==> config.mk <==
export PLATFORM = sky130hd
export DESIGN_NAME = updn_cap_timer
export DESIGN_NICKNAME = d
export VERILOG_FILES = /design/src/rtl/updn_tmr_pkg.sv /design/src/rtl/tmr_pin_sync.sv /design/src/rtl/tmr_count_unit.sv /design/src/rtl/updn_cap_timer.sv
export SDC_FILE = /design/constraint.sdc
export NUM_CORES = 1
export LEC_CHECK = 0
export ABC_AREA = 1
export CORE_UTILIZATION = 59
export CTS_BUF_LIST = sky130_fd_sc_hd__clkbuf_16
export DETAILED_ROUTE_END_ITERATION = 12
export PLACE_DENSITY_LB_ADDON = 0.15
export REMOVE_ABC_BUFFERS = 1
export SLEW_MARGIN = 15
export SYNTH_ARGS = -nofsm -noshare
export SYNTH_HDL_FRONTEND = slang
export SYNTH_SLANG_ARGS = --single-unit
export TNS_END_PERCENT = 10
==> constraint.sdc <==
create_clock -name clk_i -period 2.55 [get_ports clk_i]
set_input_delay 0.765 -clock clk_i [delete_from_list [all_inputs] [get_ports clk_i]]
set_output_delay 0.765 -clock clk_i [all_outputs]
set_load 0.1 [all_outputs]
==> src/rtl/updn_tmr_pkg.sv <==
package updn_tmr_pkg;
  localparam logic [7:0] ADDR_CTRL   = 8'hC8;
  localparam logic [7:0] ADDR_DIR    = 8'hC9;
  localparam logic [7:0] ADDR_CAP_LO = 8'hCA;
  localparam logic [7:0] ADDR_CAP_HI = 8'hCB;
  localparam logic [7:0] ADDR_CNT_LO = 8'hCC;
  localparam logic [7:0] ADDR_CNT_HI = 8'hCD;

  localparam int unsigned CTRL_RUN  = 0;
  localparam int unsigned CTRL_CAPM = 1;
  localparam int unsigned CTRL_EXEN = 2;
  localparam int unsigned CTRL_EXTF = 6;
  localparam int unsigned CTRL_OVF  = 7;
endpackage

==> src/rtl/tmr_pin_sync.sv <==
module tmr_pin_sync #(
  parameter int unsigned STAGES = 2
) (
  input  logic clk_i,
  input  logic rst_ni,
  input  logic pin_i,
  input  logic tick_i,
  output logic level_o,
  output logic fall_o
);
  logic [STAGES-1:0] sync_q;
  logic              prev_q;

  for (genvar i = 0; i < STAGES; i++) begin : g_stage
    if (i == 0) begin : g_first
      always_ff @(posedge clk_i or negedge rst_ni)
        if (!rst_ni) sync_q[0] <= 1'b0;
        else         sync_q[0] <= pin_i;
    end else begin : g_next
      always_ff @(posedge clk_i or negedge rst_ni)
        if (!rst_ni) sync_q[i] <= 1'b0;
        else         sync_q[i] <= sync_q[i-1];
    end
  end

  assign level_o = sync_q[STAGES-1];

  // level seen on the previous tick
  always_ff @(posedge clk_i or negedge rst_ni)
    if (!rst_ni)     prev_q <= 1'b0;
    else if (tick_i) prev_q <= level_o;

  assign fall_o = tick_i & prev_q & ~level_o;
endmodule

==> src/rtl/tmr_count_unit.sv <==
module tmr_count_unit #(
  parameter int unsigned CNT_W = 16
) (
  input  logic [CNT_W-1:0] cnt_i,
  input  logic [CNT_W-1:0] reload_i,
  input  logic             cap_mode_i,
  input  logic             down_i,
  output logic [CNT_W-1:0] cnt_o,
  output logic             wrap_o
);
  localparam logic [CNT_W-1:0] ONE = CNT_W'(1);
  localparam logic [CNT_W-1:0] TOP = '1;

  always_comb begin
    wrap_o = 1'b0;
    cnt_o  = cnt_i + ONE;
    if (cap_mode_i) begin
      wrap_o = (cnt_i == TOP);
    end else if (down_i) begin
      if (cnt_i == reload_i) begin
        cnt_o  = TOP;
        wrap_o = 1'b1;
      end else begin
        cnt_o = cnt_i - ONE;
      end
    end else if (cnt_i == TOP) begin
      cnt_o  = reload_i;
      wrap_o = 1'b1;
    end
  end
endmodule

==> src/rtl/updn_cap_timer.sv <==
module updn_cap_timer
  import updn_tmr_pkg::*;
#(
  parameter int unsigned BYTE_W      = 8,
  parameter int unsigned SYNC_STAGES = 2
) (
  input  logic              clk_i,
  input  logic              rst_ni,
  input  logic              wr_en_i,
  input  logic [7:0]        addr_i,
  input  logic [BYTE_W-1:0] wdata_i,
  output logic [BYTE_W-1:0] rdata_o,
  input  logic              tick_i,
  input  logic              ext_pin_i,
  output logic              ovf_o
);
  localparam int unsigned CNT_W = 2 * BYTE_W;

  logic [CNT_W-1:0] cnt_q, cap_q, cnt_nxt;
  logic run_q, capm_q, exen_q, extf_q, ovf_q, dn_en_q;
  logic pin_level, pin_fall, wrap, down_dir, step, cap_evt;
  logic wr_ctrl, wr_dir, wr_cap_lo, wr_cap_hi, wr_cnt_lo, wr_cnt_hi;
  logic cnt_wr, cap_wr, ctrl_wr;

  assign wr_ctrl   = wr_en_i & (addr_i == ADDR_CTRL);
  assign wr_dir    = wr_en_i & (addr_i == ADDR_DIR);
  assign wr_cap_lo = wr_en_i & (addr_i == ADDR_CAP_LO);
  assign wr_cap_hi = wr_en_i & (addr_i == ADDR_CAP_HI);
  assign wr_cnt_lo = wr_en_i & (addr_i == ADDR_CNT_LO);
  assign wr_cnt_hi = wr_en_i & (addr_i == ADDR_CNT_HI);
  assign cnt_wr    = wr_cnt_lo | wr_cnt_hi;
  assign cap_wr    = wr_cap_lo | wr_cap_hi;
  assign ctrl_wr   = wr_ctrl;

  tmr_pin_sync #(.STAGES(SYNC_STAGES)) u_sync (
    .clk_i  (clk_i),
    .rst_ni (rst_ni),
    .pin_i  (ext_pin_i),
    .tick_i (tick_i),
    .level_o(pin_level),
    .fall_o (pin_fall)
  );

  assign down_dir = ~capm_q & dn_en_q & ~pin_level;
  assign step     = tick_i & run_q & ~cnt_wr;
  assign cap_evt  = pin_fall & capm_q & exen_q;

  tmr_count_unit #(.CNT_W(CNT_W)) u_cnt (
    .cnt_i     (cnt_q),
    .reload_i  (cap_q),
    .cap_mode_i(capm_q),
    .down_i    (down_dir),
    .cnt_o     (cnt_nxt),
    .wrap_o    (wrap)
  );

  // software byte write beats a step
  always_ff @(posedge clk_i or negedge rst_ni) begin
    if (!rst_ni) begin
      cnt_q <= '0;
    end else if (cnt_wr) begin
      if (wr_cnt_lo) cnt_q[BYTE_W-1:0]     <= wdata_i;
      if (wr_cnt_hi) cnt_q[CNT_W-1:BYTE_W] <= wdata_i;
    end else if (step) begin
      cnt_q <= cnt_nxt;
    end
  end

  always_ff @(posedge clk_i or negedge rst_ni) begin
    if (!rst_ni) begin
      cap_q <= '0;
    end else if (cap_wr) begin
      if (wr_cap_lo) cap_q[BYTE_W-1:0]     <= wdata_i;
      if (wr_cap_hi) cap_q[CNT_W-1:BYTE_W] <= wdata_i;
    end else if (cap_evt) begin
      cap_q <= cnt_q;
    end
  end

  // hardware set is the later assignment, so it wins
  always_ff @(posedge clk_i or negedge rst_ni) begin
    if (!rst_ni) begin
      run_q   <= 1'b0;
      capm_q  <= 1'b0;
      exen_q  <= 1'b0;
      extf_q  <= 1'b0;
      ovf_q   <= 1'b0;
      dn_en_q <= 1'b0;
    end else begin
      if (wr_ctrl) begin
        run_q  <= wdata_i[CTRL_RUN];
        capm_q <= wdata_i[CTRL_CAPM];
        exen_q <= wdata_i[CTRL_EXEN];
        extf_q <= wdata_i[CTRL_EXTF];
        ovf_q  <= wdata_i[CTRL_OVF];
      end
      if (wr_dir)         dn_en_q <= wdata_i[0];
      if (cap_evt)        extf_q  <= 1'b1;
      if (step && wrap)   ovf_q   <= 1'b1;
    end
  end

  always_comb begin
    rdata_o = '0;
    unique case (addr_i)
      ADDR_CTRL: begin
        rdata_o[CTRL_RUN]  = run_q;
        rdata_o[CTRL_CAPM] = capm_q;
        rdata_o[CTRL_EXEN] = exen_q;
        rdata_o[CTRL_EXTF] = extf_q;
        rdata_o[CTRL_OVF]  = ovf_q;
      end
      ADDR_DIR:    rdata_o[0] = dn_en_q;
      ADDR_CAP_LO: rdata_o = cap_q[BYTE_W-1:0];
      ADDR_CAP_HI: rdata_o = cap_q[CNT_W-1:BYTE_W];
      ADDR_CNT_LO: rdata_o = cnt_q[BYTE_W-1:0];
      ADDR_CNT_HI: rdata_o = cnt_q[CNT_W-1:BYTE_W];
      default:     rdata_o = '0;
    endcase
  end

  assign ovf_o = ovf_q;
endmodule

Word-level counts from Yosys, hierarchy flattened
Index checks and enable logic that the tools add are counted.
W data, S select, Z words.
{ "totals": {"register_bits": 41, "in_bits": 21, "word_cells": 79} }
{ "classes": {"add_sub_neg": 2, "eq_ne": 12, "n_mux": 24, "bitwise": 19, "reduce_logical": 9} }
{ "op_table": {"columns": ["operator", "count"], "rows": [
  ["$mux W16", 8],
  ["$eq A8 B8 Y1 const B", 6],
  ["$mux W8", 4],
  ["$pmux W2 S5", 2],
  ["$add A16 B1 Y16 const B", 1],
  ["$eq A16 B16 Y1", 1],
  ["$eq A16 B16 Y1 const B", 1],
  ["$sub A16 B1 Y16 const B", 1],
  ["$and A1 B1 Y1", 14],
  ["$pmux W3 S4", 1],
  ["$mux W1", 8],
  ["$ne A2 B2 Y1 const B", 4],
  ["$reduce_and A2 Y1", 4],
  ["$reduce_bool A2 Y1", 4],
  ["$pmux W1 S6", 1],
  ["$not A1 Y1", 3],
  ["$or A1 B1 Y1", 2],
  ["$logic_and A1 B1 Y1", 1]
]} }

Depth between registers and ports, before layout
{ "depth": {"ltp_word": 7, "mapped_depth": 13, "depth_no_buf": 13} }

Modules after synthesis
Synthesis repeated with hierarchy kept, for this count alone.
{ "hier_totals": {"cells_unflattened": 703, "hier_area_um2": 4259.1} }
{ "by_module_without_submodules": {"columns": ["mod", "instances", "cells_each", "area_each_um2"], "rows": [
  ["updn_cap_timer", 1, 353, 2546.2],
  ["tmr_count_unit", 1, 341, 1615.3],
  ["tmr_pin_sync", 1, 9, 97.6]
]} }

Worst setup path after synthesis
OpenSTA, ideal clock, no wires.
{ "synth_timing": {"path_kind": "input to output", "startpoint": "input addr_i[5]", "endpoint": "output rdata_o[4]", "arrival_time_ps": 3567, "path_slack_ps": -1782, "cell_stages": 7, "path_cell_list": "nor2_1 nand3_2 nor2_4 nand2_4 nor2_4 inv_2 o21ai_0"} }
{ "synth_between": {"elab_chain_len": 2} }
{ "synth_rtl": {"columns": ["item", "line_no", "text"], "rows": [
  ["from (decl)", "updn_cap_timer.sv:10", "input logic [7:0] addr_i,"],
  ["$eq A8 B8 Y1", "updn_cap_timer.sv:105", "unique case (addr_i)"],
  ["$pmux W3 S4 *", "updn_cap_timer.sv:105", null],
  ["to (decl)", "updn_cap_timer.sv:12", "output logic [BYTE_W-1:0] rdata_o,"]
]} }
Mark *: on every way between the ends. The rest lies on a longest branch, timed or not.

Final worst setup path
{ "layout_timing": {"startpoint": "input addr_i[4]", "endpoint": "output rdata_o[7]"} }
{ "layout_between": {"elab_chain_len": 2} }
{ "layout_rtl": {"columns": ["item", "line_no"], "rows": [
  ["$eq A8 B8 Y1", "updn_cap_timer.sv:105"],
  ["$pmux W2 S5 *", "updn_cap_timer.sv:105"]
]} }
Marked as above.

==> impl_metrics.py <==
metrics = {
    "run_status": {
        "status": "finished with violations",
        "failed_checks": "setup timing",
    },
    "drt": {
        "wire_per_inst_um": 21.1,
        "wl_met1_um": 5410,
        "drc": 0,
        "wl_met2_um": 6780,
        "highest_layer": "met5",
        "dr.pass1.iters": 7,
        "first_iter_violations": 850,
        "antenna_left": 0,
        "drt-total-wl_um": 15800,
        "vias": 4784,
        "viasPerCell": 6.36,
        "wl_met3_um": 2220,
    },
    "floorplanning": {
        "start_util": 0.619,
        "io_pins": 30,
        "rows": 28,
        "core-area_um2": 5990,
        "die_h_um": 81.3,
        "die_area_um2": 6600,
        "die_x_um": 81.3,
    },
    "synth": {
        "synth-main-ff-cell": "dfrtp_1",
        "postSynthAreaPerCell_um2": 6.12,
        "synth_warnings": 0,
        "synth_edf_count": 0,
        "syn_area_um2": 3710,
        "ys_seq_area_frac": 0.277,
        "yosysUniqueCellTypes": 38,
        "ys_ff_latch": 41,
        "synthCells": 606,
        "ys_async_sr_fraction": 1.00,
    },
    "power_and_ir_drop": {
        "leakagePower_nw": 2.39,
        "ir_drop_v": 0.000629,
        "p_total_mw": 3.75,
        "p_per_area_nw_per_um2": 777,
    },
    "global_route": {
        "grt_remaining_overflow": 0,
        "grt_pass1_wl_um": 24400,
        "grt_max_degree": 42,
        "antenna_found_initial": 1,
        "gr-usage-all-layers": 0.512,
        "grt_pass1_vias": 4548,
    },
    "sta": {
        "finalHoldViolations": 0,
        "rsz0062_at_grt": "yes",
        "timing.final.crit_share": 1.20,
        "maxSlewHeadroom": 0.701,
        "tns_ns": -5.49,
        "worst_slew_pin_slew_ns": 0.448,
        "min_period_ns": 3.05,
        "slew_violations": 0,
        "fin_ws_ns": -0.498,
        "clock.fmax_mhz": 328,
        "setup_viol": 16,
        "fin_skew_ns": 0.00771,
    },
    "clock_tree": {
        "clkSlewWorstSetupHoldPaths_ns": 0.06,
        "ctsHoldBuffers": 0,
        "clk_latency_ns": 0.29,
        "cts_num_sinks": 41,
        "htreeDepth": 2,
        "clock_path_buffers": 2,
        "cts_tree": "yes",
        "cts-buffers-inserted": 5,
        "root_buffer": "clkbuf_16",
    },
    "layout": {
        "drive_gt1_frac": 0.205,
        "mostFrequentLayoutCells": "nand2_1 (191), nor2_1 (80), inv_1 (52)",
        "regArea_um2": 1030,
        "nets": 699,
        "nFillCells": 425,
        "n_antenna_cell": 0,
        "area_growth_syn_to_layout_pct": 30.1,
        "multiInputGateArea_um2": 2410,
        "final_common_cell": "nand2_1",
    },
    "setup_path": {
        "crit_start": "addr_i[4]",
        "crit_buf_inv": 4,
        "critPathMostFrequentCell": "buf_6",
        "r2r-start": "cnt_q[1]$_DFFE_PN0P_",
        "required_ns": 1.79,
        "arrival_ns": 2.28,
        "cp_max_fo": 4,
        "worstSetupPathType": "in2out",
        "slowest_stage": "nor4_1",
        "cp_top_family": "buffers and inverters",
        "path_cells": "buf_6 -> nor2_4 -> nand3_4 -> buf_6 -> nor4_1 -> buf_4 -> nand2_1 -> o211ai_1 -> buf_12",
        "slowest_delay_ns": 0.26,
        "crit_path_end_kind": "output pin",
        "startpoint_type": "input port",
    },
    "run": {
        "maxCapViolations": 0,
    },
    "place": {
        "dp_hpwl_um": 9650,
        "gp_congestion": 1.05,
        "io_buffers": 29,
    },
    "hold_path": {
        "min_from": "u_sync.sync_q[0]$_DFF_PN0_",
        "min_path_type": "reg2reg",
    },
}
==> what timing repair did <==
item	in CTS	in global routing
setup buffers	12	4
gates resized for setup	41	17
pin swaps	8	7
cloned	0	1
endpoints found under the setup margin	8	18
==> worst paths after layout <==
path | to | slack (ns) | depth (start not counted)
min in group asynchronous | dn_en_q$_DFFE_PN0P_ | 0.45 | 2
setup reg to reg | cnt_q[7]$_DFFE_PN0P_ | 0.33 | 12
max in group asynchronous | cap_q[14]$_DFFE_PN0P_ | 1.89 | 2
hold / removal | u_sync.level_o$_DFF_PN0_ | 0.36 | 0
hold reg to reg | u_sync.level_o$_DFF_PN0_ | 0.36 | 0
setup / recovery | rdata_o[7] | -0.50 | 9
==> Yosys cell counts, drive strengths merged (2+ instances only) <==
cell      n  area share
o21ai    60       0.090
nand3    43       0.064
ha        2      0.0067
o22ai     9       0.015
nor2     98        0.12
buf      15       0.025
nand3b    2      0.0051
nand2   198        0.21
a22oi     2      0.0040
a21oi    28       0.038
o211ai    3      0.0061
nand4    11       0.020
xor2     15       0.035
inv      68       0.069
clkbuf    4      0.0040
nor3      2      0.0040
dfrtp    41        0.28
==> flip-flops by register name, indices dropped and copies added, names as in the netlist <==
signal / flops
extf_q: 1
capm_q: 1
u_sync.sync_q: 1
u_sync.prev_q: 1
u_sync.level_o: 1
ovf_o: 1
dn_en_q: 1
run_q: 1
cnt_q: 16
cap_q: 16
exen_q: 1
==> worst reg2reg max path, stage by stage (launching register included) <==
cell	delay, ns
dfrtp_1	0.43
ha_2	0.28
inv_2	0.05
nor2_2	0.15
nand2_2	0.14
nor2_4	0.13
nand3_2	0.19
nand2_2	0.19
nand2_2	0.14
nand2_1	0.09
nand2_1	0.07
o21ai_2	0.16
a21oi_1	0.09
==> routing by layer <==
layer,vias up,track usage
li1,2079,-
met1,2115,0.570
met2,436,0.743
met3,148,0.283
met4,6,0.346
met5,-,0
==> metrics by stage <==
step / hold slack [ns] / cell area [um2] / utilization / setup slack [ns] / cells
detailed placement: 0.345 / 4390 / 0.733 / -0.683 / 727
global placement: 0.334 / 4390 / 0.733 / -0.654 / 727
global route: 0.368 / 4820 / 0.805 / -0.589 / 752
finish: 0.363 / 4820 / 0.805 / -0.498 / 752
CTS: 0.361 / 4730 / 0.789 / -0.375 / 747
floorplan: 0.331 / 3600 / - / -1.78 / 587
==> logic make-up after synthesis <==
kind of cell	Yosys count	share of synthesized area
DFF	41	0.277
xor gates and xnor gates	16	0.0378
adders and majority gates	2	0.00675
AOI/OAI and AO/OA	104	0.158
and+or+nand+nor	356	0.423
buffers and inverters	87	0.0979
==> power by group <==
| group | internal [mW] | leakage (nW) | switching [mW] |
|---|---|---|---|
| Combinational | 0.619 | 1.82 | 1.18 |
| Clock | 0.565 | 0.0944 | 0.298 |
| Sequential | 0.804 | 0.478 | 0.279 |
| Total | 1.99 | 2.39 | 1.76 |
==> final cells by class <==
class / count / share of cell area
Clock inverter: 3 / 0.0143
Multi-Input combinational cell: 479 / 0.501
Clock buffer: 5 / 0.0259
Timing Repair Buffer: 81 / 0.174
Sequential cell: 41 / 0.213
Tap cell: 75 / 0.0195
Inverter: 68 / 0.0534
No activity file was read; power rests on OpenSTA's default activity.
